`config.mk`:
```
export PLATFORM = sky130hd
export DESIGN_NAME = boot_vector_loader
export DESIGN_NICKNAME = d
export VERILOG_FILES = /design/src/rtl/bvl_pkg.sv /design/src/rtl/bvl_addr_gen.sv /design/src/rtl/bvl_fetch_seq.sv /design/src/rtl/bvl_capture.sv /design/src/rtl/boot_vector_loader.sv
export SDC_FILE = /design/constraint.sdc
export NUM_CORES = 1
export LEC_CHECK = 0
export BUFFER_PORTS_ARGS = -buffer_cell sky130_fd_sc_hd__buf_2
export CORE_MARGIN = 3
export CORE_UTILIZATION = 48
export CTS_CLUSTER_DIAMETER = 80
export DETAILED_ROUTE_END_ITERATION = 10
export PLACE_DENSITY = 0.76
export REMOVE_ABC_BUFFERS = 1
export SYNTH_ARGS = -nofsm -noshare
export SYNTH_HDL_FRONTEND = slang
export SYNTH_SLANG_ARGS = --single-unit
```
`constraint.sdc`:
```
create_clock -name clk -period 2.6 [get_ports clk]
set_clock_uncertainty 0.2 [all_clocks]
set_input_delay 0.13 -clock clk [delete_from_list [all_inputs] [get_ports clk]]
set_output_delay 0.13 -clock clk [all_outputs]
set_load 0.02 [all_outputs]
```
`src/rtl/bvl_pkg.sv`:
```
package bvl_pkg;

    localparam int VEC_BYTES = 8;
    localparam int OFS_W     = 3;
    localparam int PC_W      = 64;
    localparam int BYTE_W    = 8;

    typedef enum logic [1:0] {
        SEQ_RESET = 2'd0,
        SEQ_FETCH = 2'd1,
        SEQ_IDLE  = 2'd2
    } seq_state_e;

endpackage

```
`src/rtl/bvl_addr_gen.sv`:
```
module bvl_addr_gen
    import bvl_pkg::*;
#(
    parameter int                ADDR_W       = 16,
    parameter int                TID_W        = 2,
    parameter logic [ADDR_W-1:0] PRIMARY_BASE = 16'hFFC0,
    parameter logic [ADDR_W-1:0] TABLE_BASE   = 16'hFF50
) (
    input  logic [TID_W-1:0]  tid_i,
    input  logic [OFS_W-1:0]  ofs_i,
    output logic [ADDR_W-1:0] addr_o
);

    logic [TID_W-1:0]  tbl_idx;
    logic [ADDR_W-1:0] tbl_entry;

    always_comb begin
        tbl_idx   = tid_i - 1'b1;
        tbl_entry = ADDR_W'({tbl_idx, 3'b000});
        if (tid_i == '0) begin
            addr_o = PRIMARY_BASE + ADDR_W'(ofs_i);
        end else begin
            addr_o = TABLE_BASE + tbl_entry + ADDR_W'(ofs_i);
        end
    end

endmodule

```
`src/rtl/bvl_fetch_seq.sv`:
```
module bvl_fetch_seq
    import bvl_pkg::*;
#(
    parameter int NUM_THREADS = 4,
    parameter int TID_W       = 2
) (
    input  logic             clk,
    input  logic             rst_n,
    output logic             rd_o,
    output logic [TID_W-1:0] tid_o,
    output logic [OFS_W-1:0] ofs_o
);

    localparam logic [TID_W-1:0] LAST_TID = TID_W'(NUM_THREADS - 1);
    localparam logic [OFS_W-1:0] LAST_OFS = OFS_W'(VEC_BYTES - 1);

    typedef struct packed {
        seq_state_e       state;
        logic [TID_W-1:0] tid;
        logic [OFS_W-1:0] ofs;
    } seq_t;

    seq_t seq_d, seq_q;

    always_comb begin
        seq_d = seq_q;
        unique case (seq_q.state)
            SEQ_RESET: begin
                seq_d.state = SEQ_FETCH;
                seq_d.tid   = '0;
                seq_d.ofs   = '0;
            end
            SEQ_FETCH: begin
                seq_d.ofs = seq_q.ofs + 1'b1;
                if (seq_q.ofs == LAST_OFS) begin
                    if (seq_q.tid == LAST_TID) begin
                        seq_d.state = SEQ_IDLE;
                    end else begin
                        seq_d.tid = seq_q.tid + 1'b1;
                    end
                end
            end
            default: begin
                seq_d = seq_q;
            end
        endcase
    end

    always_ff @(posedge clk or negedge rst_n) begin
        if (!rst_n) begin
            seq_q <= '{state: SEQ_RESET, tid: '0, ofs: '0};
        end else begin
            seq_q <= seq_d;
        end
    end

    assign rd_o  = (seq_q.state == SEQ_FETCH);
    assign tid_o = seq_q.tid;
    assign ofs_o = seq_q.ofs;

    AST_ISSUE_STEP: assert property (@(posedge clk) disable iff (!rst_n)
        (rd_o && $past(rd_o)) |->
            ((ofs_o == $past(ofs_o) + 1'b1) &&
             ((ofs_o != '0) ? (tid_o == $past(tid_o)) : (tid_o == $past(tid_o) + 1'b1))));

    AST_ISSUE_RANGE: assert property (@(posedge clk) disable iff (!rst_n)
        rd_o |-> (int'(tid_o) < NUM_THREADS));

    AST_NO_RESTART: assert property (@(posedge clk) disable iff (!rst_n)
        (!rd_o && $past(rd_o)) |=> !rd_o);

endmodule

```
`src/rtl/bvl_capture.sv`:
```
module bvl_capture
    import bvl_pkg::*;
#(
    parameter int NUM_THREADS = 4,
    parameter int TID_W       = 2
) (
    input  logic                        clk,
    input  logic                        rst_n,
    input  logic                        rd_i,
    input  logic [TID_W-1:0]            tid_i,
    input  logic [OFS_W-1:0]            ofs_i,
    input  logic [BYTE_W-1:0]           rdata_i,
    output logic [NUM_THREADS*PC_W-1:0] pc_o,
    output logic [NUM_THREADS-1:0]      clear_o,
    output logic                        done_o
);

    localparam logic [OFS_W-1:0] LAST_OFS = OFS_W'(VEC_BYTES - 1);

    typedef struct packed {
        logic                                vld;
        logic [TID_W-1:0]                    tid;
        logic [OFS_W-1:0]                    ofs;
        logic [NUM_THREADS-1:0]              clr;
        logic                                done;
        logic [NUM_THREADS-1:0][PC_W-1:0]    pc;
    } cap_t;

    cap_t cap_d, cap_q;

    always_comb begin
        cap_d     = cap_q;
        cap_d.vld = rd_i;
        cap_d.tid = tid_i;
        cap_d.ofs = ofs_i;
        if (cap_q.vld) begin
            for (int t = 0; t < NUM_THREADS; t++) begin
                if (cap_q.tid == TID_W'(t)) begin
                    cap_d.pc[t][BYTE_W*int'(cap_q.ofs) +: BYTE_W] = rdata_i;
                    if (cap_q.ofs == LAST_OFS) begin
                        cap_d.clr[t] = 1'b0;
                        if (t == NUM_THREADS - 1) begin
                            cap_d.done = 1'b1;
                        end
                    end
                end
            end
        end
    end

    always_ff @(posedge clk or negedge rst_n) begin
        if (!rst_n) begin
            cap_q     <= '0;
            cap_q.clr <= '1;
        end else begin
            cap_q <= cap_d;
        end
    end

    assign pc_o    = cap_q.pc;
    assign clear_o = cap_q.clr;
    assign done_o  = cap_q.done;

    AST_DONE_HOLD: assert property (@(posedge clk) disable iff (!rst_n)
        done_o |=> done_o);

    AST_CLEAR_MONO: assert property (@(posedge clk) disable iff (!rst_n)
        ((clear_o & ~$past(clear_o)) == '0));

    AST_CLEAR_ORDER: assert property (@(posedge clk) disable iff (!rst_n)
        (clear_o != $past(clear_o)) |-> $onehot0(clear_o ^ $past(clear_o)));

    AST_DONE_AFTER_CLEAR: assert property (@(posedge clk) disable iff (!rst_n)
        done_o |-> (clear_o == '0));

endmodule

```
`src/rtl/boot_vector_loader.sv`:
```
module boot_vector_loader
    import bvl_pkg::*;
#(
    parameter int                NUM_THREADS  = 4,
    parameter int                ADDR_W       = 16,
    parameter int                SP_W         = 16,
    parameter int                BANK_W       = 4,
    parameter logic [ADDR_W-1:0] PRIMARY_BASE = 16'hFFC0,
    parameter logic [ADDR_W-1:0] TABLE_BASE   = 16'hFF50,
    parameter logic [SP_W-1:0]   SP_INIT      = 16'hFFFF
) (
    input  logic                          clk,
    input  logic                          rst_n,
    output logic                          mem_rd,
    output logic [ADDR_W-1:0]             mem_addr,
    input  logic [7:0]                    mem_rdata,
    output logic [NUM_THREADS*PC_W-1:0]   thread_pc,
    output logic [NUM_THREADS*SP_W-1:0]   thread_sp,
    output logic [NUM_THREADS*BANK_W-1:0] thread_bank,
    output logic [NUM_THREADS-1:0]        reg_clear,
    output logic                          done
);

    localparam int TID_W = (NUM_THREADS > 1) ? $clog2(NUM_THREADS) : 1;

    logic                        iss_rd;
    logic [TID_W-1:0]            iss_tid;
    logic [OFS_W-1:0]            iss_ofs;
    logic [NUM_THREADS*PC_W-1:0] pc_raw;

    bvl_fetch_seq #(
        .NUM_THREADS (NUM_THREADS),
        .TID_W       (TID_W)
    ) i_seq (
        .clk   (clk),
        .rst_n (rst_n),
        .rd_o  (iss_rd),
        .tid_o (iss_tid),
        .ofs_o (iss_ofs)
    );

    bvl_addr_gen #(
        .ADDR_W       (ADDR_W),
        .TID_W        (TID_W),
        .PRIMARY_BASE (PRIMARY_BASE),
        .TABLE_BASE   (TABLE_BASE)
    ) i_addr (
        .tid_i  (iss_tid),
        .ofs_i  (iss_ofs),
        .addr_o (mem_addr)
    );

    bvl_capture #(
        .NUM_THREADS (NUM_THREADS),
        .TID_W       (TID_W)
    ) i_cap (
        .clk     (clk),
        .rst_n   (rst_n),
        .rd_i    (iss_rd),
        .tid_i   (iss_tid),
        .ofs_i   (iss_ofs),
        .rdata_i (mem_rdata),
        .pc_o    (pc_raw),
        .clear_o (reg_clear),
        .done_o  (done)
    );

    assign mem_rd = iss_rd;

    for (genvar t = 0; t < NUM_THREADS; t++) begin : g_thr
        assign thread_pc[t*PC_W +: PC_W]       = done ? pc_raw[t*PC_W +: PC_W] : '0;
        assign thread_sp[t*SP_W +: SP_W]       = SP_INIT;
        assign thread_bank[t*BANK_W +: BANK_W] = BANK_W'(t + 1);
    end

    AST_NO_LATE_READ: assert property (@(posedge clk) disable iff (!rst_n)
        mem_rd |-> !done);

    AST_ADDR_WINDOW: assert property (@(posedge clk) disable iff (!rst_n)
        mem_rd |-> ((mem_addr[ADDR_W-1:3] == PRIMARY_BASE[ADDR_W-1:3]) ||
                    ((int'(mem_addr) >= int'(TABLE_BASE)) &&
                     (int'(mem_addr) < int'(TABLE_BASE) + 8 * (NUM_THREADS - 1)))));

    AST_FIRST_PRIMARY: assert property (@(posedge clk) disable iff (!rst_n)
        $rose(mem_rd) |-> (mem_addr == PRIMARY_BASE));

endmodule

```
* Word level (Yosys, flattened, before mapping) *
Cells that the tools add are included.

word-level totals
  register bits after elaboration = 274
  input bits = 10

operators by class
  reductions and logical operators = 14
  $add $sub $neg = 7
  equality and inequality tests = 10
  multiplexer cells = 13
  shifts and indexed selects = 2

operator list
  cell                                                                      number
  64-bit bitwise mux                                                        4
  64-bit 2-to-1 mux                                                         4
  8-bit by 33-bit variable shift with 64-bit output (first input constant)  1
  8-bit by 33-bit variable part select with 64-bit output                   1
  6-bit negation with 33-bit output                                         1
  3-bit AND reduction                                                       6
  16-bit by 3-bit adder with 16-bit output                                  1
  16-bit 2-to-1 mux                                                         1
  7-bit one-hot mux with 2 select lines                                     1
  9-bit by 6-bit adder with 10-bit output (first input constant)            1
  7-bit by 4-bit adder with 8-bit output (first input constant)             1
  2-bit AND reduction                                                       4
  2-bit == test (second input constant)                                     3
  3-bit == test (second input constant)                                     2
  2-bit logical NOT                                                         3
  2-bit by 1-bit == test with 1-bit output (second input constant)          2
  2-bit 2-to-1 mux                                                          2
  4-bit 2-to-1 mux                                                          1
  2-bit by 1-bit != test with 1-bit output (second input constant)          2
  3-bit by 1-bit adder with 3-bit output (second input constant)            1
  2-bit by 1-bit adder with 2-bit output (second input constant)            1
  2-bit != test (second input constant)                                     1
  2-bit nonzero test                                                        1
  2-bit by 1-bit subtractor with 2-bit output (second input constant)       1

* Logic depth before layout (Yosys ltp) *
Gate-level depths: netlist of run 1.

  word-level depth = 4
  depth in mapped cells = 10
  mapped depth without buffers = 6

* Hierarchy *
From an unflattened synthesis of run 1, not the netlist that was laid out.

unflattened totals
  cells, all modules = 1,337
  area, all modules = 15,518.6 um2

modules (own cells, without submodules)
  module              seq. area each (um2)  cells each  times used  area each (um2)
  bvl_capture         6,686.4               919         1           12,645.9
  boot_vector_loader  0.0                   366         1           2,353.5
  bvl_fetch_seq       175.2                 34          1           380.4
  bvl_addr_gen        0.0                   18          1           138.9

* Worst setup path before layout of run 1 *
Ideal clock, no wire load.

  path type = register to register
  start = register i_cap.cap_q[261] (netlist name)
  end = register i_cap.cap_q (netlist bit i_cap.pc_o[16])
  stages on the path, launching flop included = 10
  path buffers = 3
  arrival time = 2.463 ns
  path slack = -0.188 ns
  cells stage by stage = dfrtp_1 buf_2 buf_4 inv_1 ha_1 ha_1 buf_2 nand2b_1 nor4_4 mux2_2

on the way
  word-level cells in the longest chain between the ends = 3
  elaborated cells on any way between the ends = 4
  those cells by class = add/sub: 1; shift: 2; mux: 1

ends and longest elaborated chain
  element                                                                                                                              RTL line           source
  start: declaration                                                                                                                   bvl_capture.sv:29  cap_t cap_d, cap_q;
  start signal: assignment                                                                                                             bvl_capture.sv:56  cap_q <= cap_d;
  6-bit negation with 33-bit output (*)                                                                                                bvl_capture.sv:39  cap_d.pc[t][BYTE_W*int'(cap_q.ofs) +: BYTE_W] = rdata_i;
  8-bit by 33-bit variable part select with 64-bit output / 8-bit by 33-bit variable shift with 64-bit output (equally long branches)  bvl_capture.sv:39
  64-bit bitwise mux (*)                                                                                                               bvl_capture.sv:39

Mark *: on every way between the ends. The rest lies on a longest branch, timed or not.
A chain may end at the register's enable or synchronous reset.

* Worst setup path after layout of run 1 *
  start = register i_cap.cap_q[261] (netlist name)
  end = register i_cap.cap_q (netlist bit i_cap.pc_o[113])

Same word-level chain as after synthesis.

==> results of run 1 <==
path summary, 6_finish.rpt:
| check | start | end |
|---|---|---|
| setup / recovery | i_cap.cap_q[261]$_DFF_PN0_ | i_cap.pc_o[113]$_DFFE_PN0P_ |
| hold / removal | i_seq.tid_o[0]$_DFFE_PN0P_ | i_cap.cap_q[264]$_DFF_PN0_ |
| setup reg to reg | i_cap.cap_q[261]$_DFF_PN0_ | i_cap.pc_o[113]$_DFFE_PN0P_ |
| hold reg to reg | i_seq.tid_o[0]$_DFFE_PN0P_ | i_cap.cap_q[264]$_DFF_PN0_ |
| max in group asynchronous | rst_n | i_cap.pc_o[211]$_DFFE_PN0P_ |
| min in group asynchronous | rst_n | i_cap.pc_o[31]$_DFFE_PN0P_ |
Yosys cell counts, types with 3 or more instances:
| library cell | count | area (µm²) |
|---|---|---|
| and2_0 | 3 | 18.77 |
| and2_1 | 280 | 1752 |
| and3b_1 | 3 | 26.28 |
| buf_2 | 6 | 30.03 |
| buf_4 | 98 | 735.7 |
| clkbuf_1 | 50 | 187.7 |
| dfrtp_1 | 270 | 6756 |
| dfstp_2 | 4 | 105.1 |
| ha_1 | 10 | 125.1 |
| inv_1 | 6 | 22.52 |
| mux2_1 | 6 | 67.56 |
| mux2_2 | 251 | 2826 |
| nand2_1 | 8 | 30.03 |
| nand2_2 | 8 | 50.05 |
| nand2b_1 | 5 | 31.28 |
| nand3_1 | 4 | 20.02 |
| nand3_2 | 5 | 50.05 |
| nand3b_1 | 3 | 22.52 |
| nor2_1 | 9 | 33.78 |
| nor2_2 | 4 | 25.02 |
| nor2b_1 | 5 | 31.28 |
| nor4_4 | 4 | 85.08 |
| nor4bb_1 | 4 | 40.04 |
| o21a_1 | 3 | 22.52 |
final cells by class:
| cell class | count | area [µm²] |
|---|---|---|
| fillers | 2206 | 11000 |
| multi-input cells | 727 | 5854 |
| flip-flops and latches | 274 | 6865 |
| repair buffers | 326 | 1898 |
| inverters | 6 | 22.52 |
| clock buffers | 40 | 827.0 |
| well taps | 372 | 465.4 |
| clock inverters | 11 | 167.7 |
worst max-delay path, stage by stage (launching register included):
cell     delay (ns)
dfrtp_1        0.38
inv_1          0.08
ha_1           0.22
ha_4           0.23
buf_4          0.15
nor4b_4        0.43
nand3_1        0.17
buf_6          0.19
mux2_1         0.31
what timing repair did:
action	in CTS	in global routing
hold buffers	11	0
resized for setup	0	8
hold endpoints to repair	303	0
setup endpoints to repair	0	80
setup buffers	0	1
logic make-up (layout without fill, tap and decap cells):
family,Yosys count,count (layout)
AOI/OAI and AO/OA,9,9
muxes,258,258
other,2,89
DFF,274,274
adders and majority gates,10,10
buffers and inverters,160,383
and+or+nand+nor,361,361
sequential cells by signal (all words and copies together), names as in the netlist:
register       count
i_seq.seq_q        2
i_cap.clear_o      4
i_cap.cap_q        6
i_seq.ofs_o        3
i_cap.pc_o       256
i_cap.done_o       1
i_seq.tid_o        2
power by group through the flow:
stage	Combinational [W]	Sequential, W	Clock [W]
after detailed placement	0.00108	0.00464	0
final	0.00109	0.00457	0.00426
after global routing	0.00117	0.00459	0.00453
after CTS	0.00110	0.00457	0.00436
after global placement	0.00106	0.00464	0
after floorplan	0.000706	0.00460	0
metal layers:
layer	GRT usage (%)	wire length (µm)	vias up	share of wire (%)
met5	0	0	-	0
met4	4.393	586	0	1.8
met3	4.326	2183	46	6.7
met2	35.98	15640	285	48
met1	28.39	14380	4332	44
li1	-	-	3974	-
per-stage QoR:
step | util [%] | setup TNS (ns) | hold slack, ns
after floorplan | - | -273.78 | -0.3656
after global placement | 55.04 | 0 | -0.04826
after detailed placement | 55.04 | 0 | -0.04036
after CTS | 59.18 | 0 | 0.2495
after global routing | 59.41 | 0 | 0.2714
final | 59.41 | 0 | 0.2495
==> impl_metrics.yaml, run 1 <==
die:
  die_area_um2: 29800
  start_util_pct: 49.17
  die_x_um: 172.6
  coreArea_um2: 27100
  ioPinCount: 368
  rows: 60
  die_h_um: 172.6
yosys:
  synth_edf_count: 0
  synth_cell_types: 43
  synthAdderAreaFrac_pct: 0.9389
  synthCells: 1074
  yosys.area_share.simple_pct: 17.93
  syn_area_um2: 13330
  synth_mux_area_share_pct: 21.79
  synth_compound_area_share_pct: 0.4694
  synth_top_family_by_area: "multiplexers"
  ys.flop_type: "dfrtp_1"
  syn_area_per_cell_um2: 12.41
  synthArstFlopShare_pct: 100.0
  yosysWarnings: 0
  synth-seq-area-share_pct: 51.49
  yosys.area_share.xor_xnor_pct: 0
  ys_ff_latch: 274
layout:
  area_growth_pct: 20.81
  drive_above_1_share_pct: 47.25
  fin_nets: 1384
  final_cell_mix: "and2_1 (280), buf_2 (277), dfrtp_1 (269)"
  fin_area_um2: 16100
  layoutNonFillerInstCount: 1756
  n_antenna_cell: 0
  final_common_cell: "and2_1"
placed_design:
  place_hpwl_um: 22460
  place_ws_ns: 0.01410
  post_dp_cell_area_um2: 14920
  dp.cells: 1693
  gp_congestion: 0.7829
  numPortBuffers: 278
sta:
  slew_violations: 0
  setup_violations: 0
  rsz0062_at_grt: "no"
  fmaxAchievable_mhz: 403.3
  hold_viol: 0
  min_period_ns: 2.480
  maxSlewHeadroom_pct: 45.15
  worst_slew_pin_slew_ns: 0.8197
  final.setup.worst_slack_ns: 0.1203
  period_share_pct: 95.37
grt:
  grt_pass1_vias: 8941
  overflow: 0
  grt_pass1_wl_um: 51250
  grt_use_total_pct: 21.17
  antenna_found_initial: 0
  grt_max_degree: 72
pwr:
  swShare_pct: 24.54
  power.share.clock_pct: 43.0
  power_per_cell_area_nw_per_um2: 616.3
  p_total_w: 0.009922
  ir_drop_uv: 618.3
  seq_power_share_pct: 46.0
  p_switching_w: 0.002435
  leakagePower_nw: 7.403
  internal_power_w: 0.007487
  comb_power_share_pct: 11.0
setup_path:
  crit_fanout: 8
  cp.arrival_ns: 2.69
  end_kind: "register"
  cp-start-kind: "register"
  crit_type: "register to register"
  rrSetupSlack_ns: 0.12
  reg2reg_depth: 8
  required_ns: 2.81
hold_path:
  whs_path_depth: 0
  hp-class: "register to register"
route:
  vias: 8637
  wl_per_cell_um: 18.67
  via_per_inst: 4.919
  firstDrtPassIters: 4
  drc_errors: 0
  drt_iter0_drc: 451
  route.antenna.remaining_nets: 0
  finalWirelength_um: 32790
cts:
  clkLatencyLatePin_ns: 0.53
  h-tree-depth: 1
  path_clk_slew_ns: 0.06
  root_buffer: "clkbuf_16"
  numCtsBuffers: 29
  cts_buffer_depth: 3
  cts_sinks: 274
  cts_tree: "built"
status:
  run_status: "complete, no violations"
flow_run:
  cap_violations: 0
Note: power is estimated with default switching activity, not from simulation.
==> run 2, diff against run 1 <==
--- a/config.mk
+++ b/config.mk
@@ -5,13 +5,14 @@
 export SDC_FILE = /design/constraint.sdc
 export NUM_CORES = 1
 export LEC_CHECK = 0
+export ABC_AREA = 1
 export BUFFER_PORTS_ARGS = -buffer_cell sky130_fd_sc_hd__buf_2
-export CORE_MARGIN = 3
 export CORE_UTILIZATION = 48
 export CTS_CLUSTER_DIAMETER = 80
 export DETAILED_ROUTE_END_ITERATION = 10
 export PLACE_DENSITY = 0.76
 export REMOVE_ABC_BUFFERS = 1
+export SETUP_SLACK_MARGIN = 0.3
 export SYNTH_ARGS = -nofsm -noshare
 export SYNTH_HDL_FRONTEND = slang
 export SYNTH_SLANG_ARGS = --single-unit
==> run 2 against run 1 <==
Against the previous run: wire length is 10% higher; combinational power hardly changed; via count is 37% higher; clock power is 2% higher; non-clock buffer count is 11 higher; fmax is 9.8% higher; core utilization is 1.1 points higher; die area is 4.7% lower; flip-flop and latch count stayed put.
==> impl_metrics.yaml, run 2 <==
die:
  die_area_um2: 28410
  start_util_pct: 49.14
  coreArea_um2: 27100
  die_x_um: 168.6
  rows: 60
  ioPinCount: 368
  die_h_um: 168.6
layout:
  n_antenna_cell: 0
  area_growth_pct: 23.19
  largest_reg_flops: 256
  fin_nets: 2082
  final_common_cell: "nand2_1"
  num-fill-cells: 2432
  layoutNonFillerInstCount: 2456
  drive_above_1_share_pct: 21.55
  final_cell_mix: "nand2_1 (691), inv_1 (291), buf_2 (277)"
  fin_area_um2: 16400
setup_path:
  crit_chain: "buf_16 -> nand2_1 -> inv_1 -> buf_2"
  worst_path_dominant_cell_family: "flip-flops"
  crit_fanout: 91
  cp_slowest_stage_delay_ns: 0.64
  crit_slowest_cell: "dfrtp_4"
  rrSetupSlack_ns: 0.38
  rr_endpoint: "i_cap.pc_o[210]$_DFFE_PN0P_"
  cp-start-kind: "register"
  worstSetupPathDepth: 4
  end_kind: "output pin"
  cp-endpoint: "thread_pc[12]"
  required_ns: 2.27
  r2r-start: "i_cap.cap_q[261]$_DFF_PN0_"
  startpoint: "i_cap.done_o$_DFFE_PN0P_"
  cp.arrival_ns: 1.93
  path_buf_inv: 3
  reg2reg_depth: 10
  crit_type: "register to output pin"
sta:
  rsz0062_at_grt: "yes"
  period_share_pct: 86.85
  min_period_ns: 2.258
  setup_violations: 0
  setup_tns_ns: 0
  slew_violations: 0
  fmaxAchievable_mhz: 442.8
  maxSlewHeadroom_pct: 53.92
  hold_slack_ns: 0.2201
  hold_viol: 0
  worst_slew_pin_slew_ns: 0.6901
route:
  via_per_inst: 4.827
  route.antenna.remaining_nets: 0
  vias: 11860
  firstDrtPassIters: 6
  wl_per_cell_um: 14.68
  drc_errors: 0
  finalWirelength_um: 36070
  drt_iter0_drc: 989
cts:
  cts_sinks: 274
  h-tree-depth: 1
  clkLatencyLatePin_ns: 0.55
  cts_tree: "built"
  cts_buffer_depth: 3
  numCtsBuffers: 29
  root_buffer: "clkbuf_16"
  path_clk_slew_ns: 0.06
yosys:
  yosys-top-cells-area: "dfrtp_1 (51%), nand2_1 (20%), inv_1 (8.3%)"
  synth.most_common_cell: "nand2_1"
  netlist.top_cell.by_area: "dfrtp_1"
  synthCells: 1772
  ys_ff_latch: 274
  ys.flop_type: "dfrtp_1"
  synth_edf_count: 0
  synth-seq-area-share_pct: 51.53
  synth_commonest_cells: "nand2_1 (716), inv_1 (294), dfrtp_1 (270)"
  synth_cell_types: 22
  synth_top_area_share_pct: 50.74
  syn_area_per_cell_um2: 7.515
  syn_area_um2: 13320
  yosysWarnings: 0
  synthArstFlopShare_pct: 100.0
pwr:
  internal_power_w: 0.007403
  power.share.clock_pct: 43.4
  seq_power_share_pct: 45.8
  swShare_pct: 26.19
  power_per_cell_area_nw_per_um2: 611.4
  p_switching_w: 0.002626
  comb_power_share_pct: 10.8
  p_total_w: 0.01003
  ir_drop_uv: 331.0
  leakagePower_nw: 10.06
grt:
  grt_pass1_wl_um: 57300
  grt_max_degree: 92
  grt_use_total_pct: 25.11
  antenna_found_initial: 1
  grt_pass1_vias: 10930
  overflow: 0
placed_design:
  dp.cells: 2378
  gp_congestion: 0.8736
  numPortBuffers: 278
  post_dp_cell_area_um2: 14870
  place_hpwl_um: 24690
hold_path:
  hp-class: "primary input to register"
status:
  run_status: "complete, no violations"
flow_run:
  cap_violations: 0
[run 2: worst min path at each step]
stage / cells past startpoint / to / from
finish: 4 / i_cap.pc_o[71]$_DFFE_PN0P_ / mem_rdata[7]
global route: 4 / i_cap.pc_o[71]$_DFFE_PN0P_ / mem_rdata[7]
CTS: 4 / i_cap.pc_o[71]$_DFFE_PN0P_ / mem_rdata[7]
detailed placement: 1 / i_cap.pc_o[85]$_DFFE_PN0P_ / rst_n
global placement: 1 / i_cap.pc_o[85]$_DFFE_PN0P_ / rst_n
floorplan: 0 / i_cap.cap_q[261]$_DFF_PN0_ / rst_n
[run 2: area by class of cell]
cell class,instances,area (µm²),share of cell area [%]
multi-input combinational,1123,4940,30.11
timing repair buffer,337,1992,12.14
sequential,274,6867,41.86
clock buffer,38,819.5,4.996
tap,372,465.4,2.837
clock inverter,15,195.2,1.190
inverter,297,1126,6.864
[run 2: worst register-to-register path, stage by stage (launching register included)]
cell and delay [ns]:
dfrtp_2 0.40, inv_2 0.08, ha_2 0.21, ha_4 0.17, clkinvlp_4 0.13, nand3_2 0.17
nor2_4 0.21, buf_4 0.17, nand3_2 0.16, nand2_1 0.13, nand2_1 0.06
[run 2: cells by family (layout without fill, tap and decap cells)]
family	after synthesis	after routing	synth area share [%]
AO/OA/AOI/OAI	137	137	5.243
adder cells (fa/ha/maj)	10	10	0.9396
buffers and inverters	463	687	15.90
flip-flops	274	274	51.53
other	2	89	0.05640
AND/OR/NAND/NOR	886	887	26.34
[run 2: what timing repair did]
| action | in CTS | in global routing |
|---|---|---|
| setup endpoints to repair | 374 | 312 |
| pin swaps | 5 | 4 |
| endpoints found under the hold margin | 357 | 0 |
| gates cloned | 0 | 1 |
| buffers inserted | 6 | 8 |
| resized for setup | 53 | 20 |
| hold buffers | 10 | 0 |
[run 2: through the flow]
step           setup slack, ns  util, %
2_1_floorplan           -2.184        -
3_3_place_gp          -0.03212    54.86
3_5_place_dp          -0.07401    54.86
4_1_cts                 0.3002    59.92
5_1_grt                 0.2519    60.53
6_report                0.3418    60.53
[run 2: metal layers]
metal | global-route usage (%) | vias to the layer above | wire length [µm]
li1 | - | 5671 | -
met1 | 34.53 | 5579 | 15650
met2 | 41.17 | 524 | 16920
met3 | 3.928 | 79 | 2544
met4 | 7.470 | 2 | 942
met5 | 0 | - | 10
[run 2: power groups by stage]
stage	clock network (W)	registers (W)	logic [W]
after global placement	0	0.00466	0.00105
after global routing	0.00460	0.00462	0.00120
after floorplan	0	0.00462	0.000687
after CTS	0.00441	0.00459	0.00109
final	0.00435	0.00460	0.00108
after detailed placement	0	0.00467	0.00107
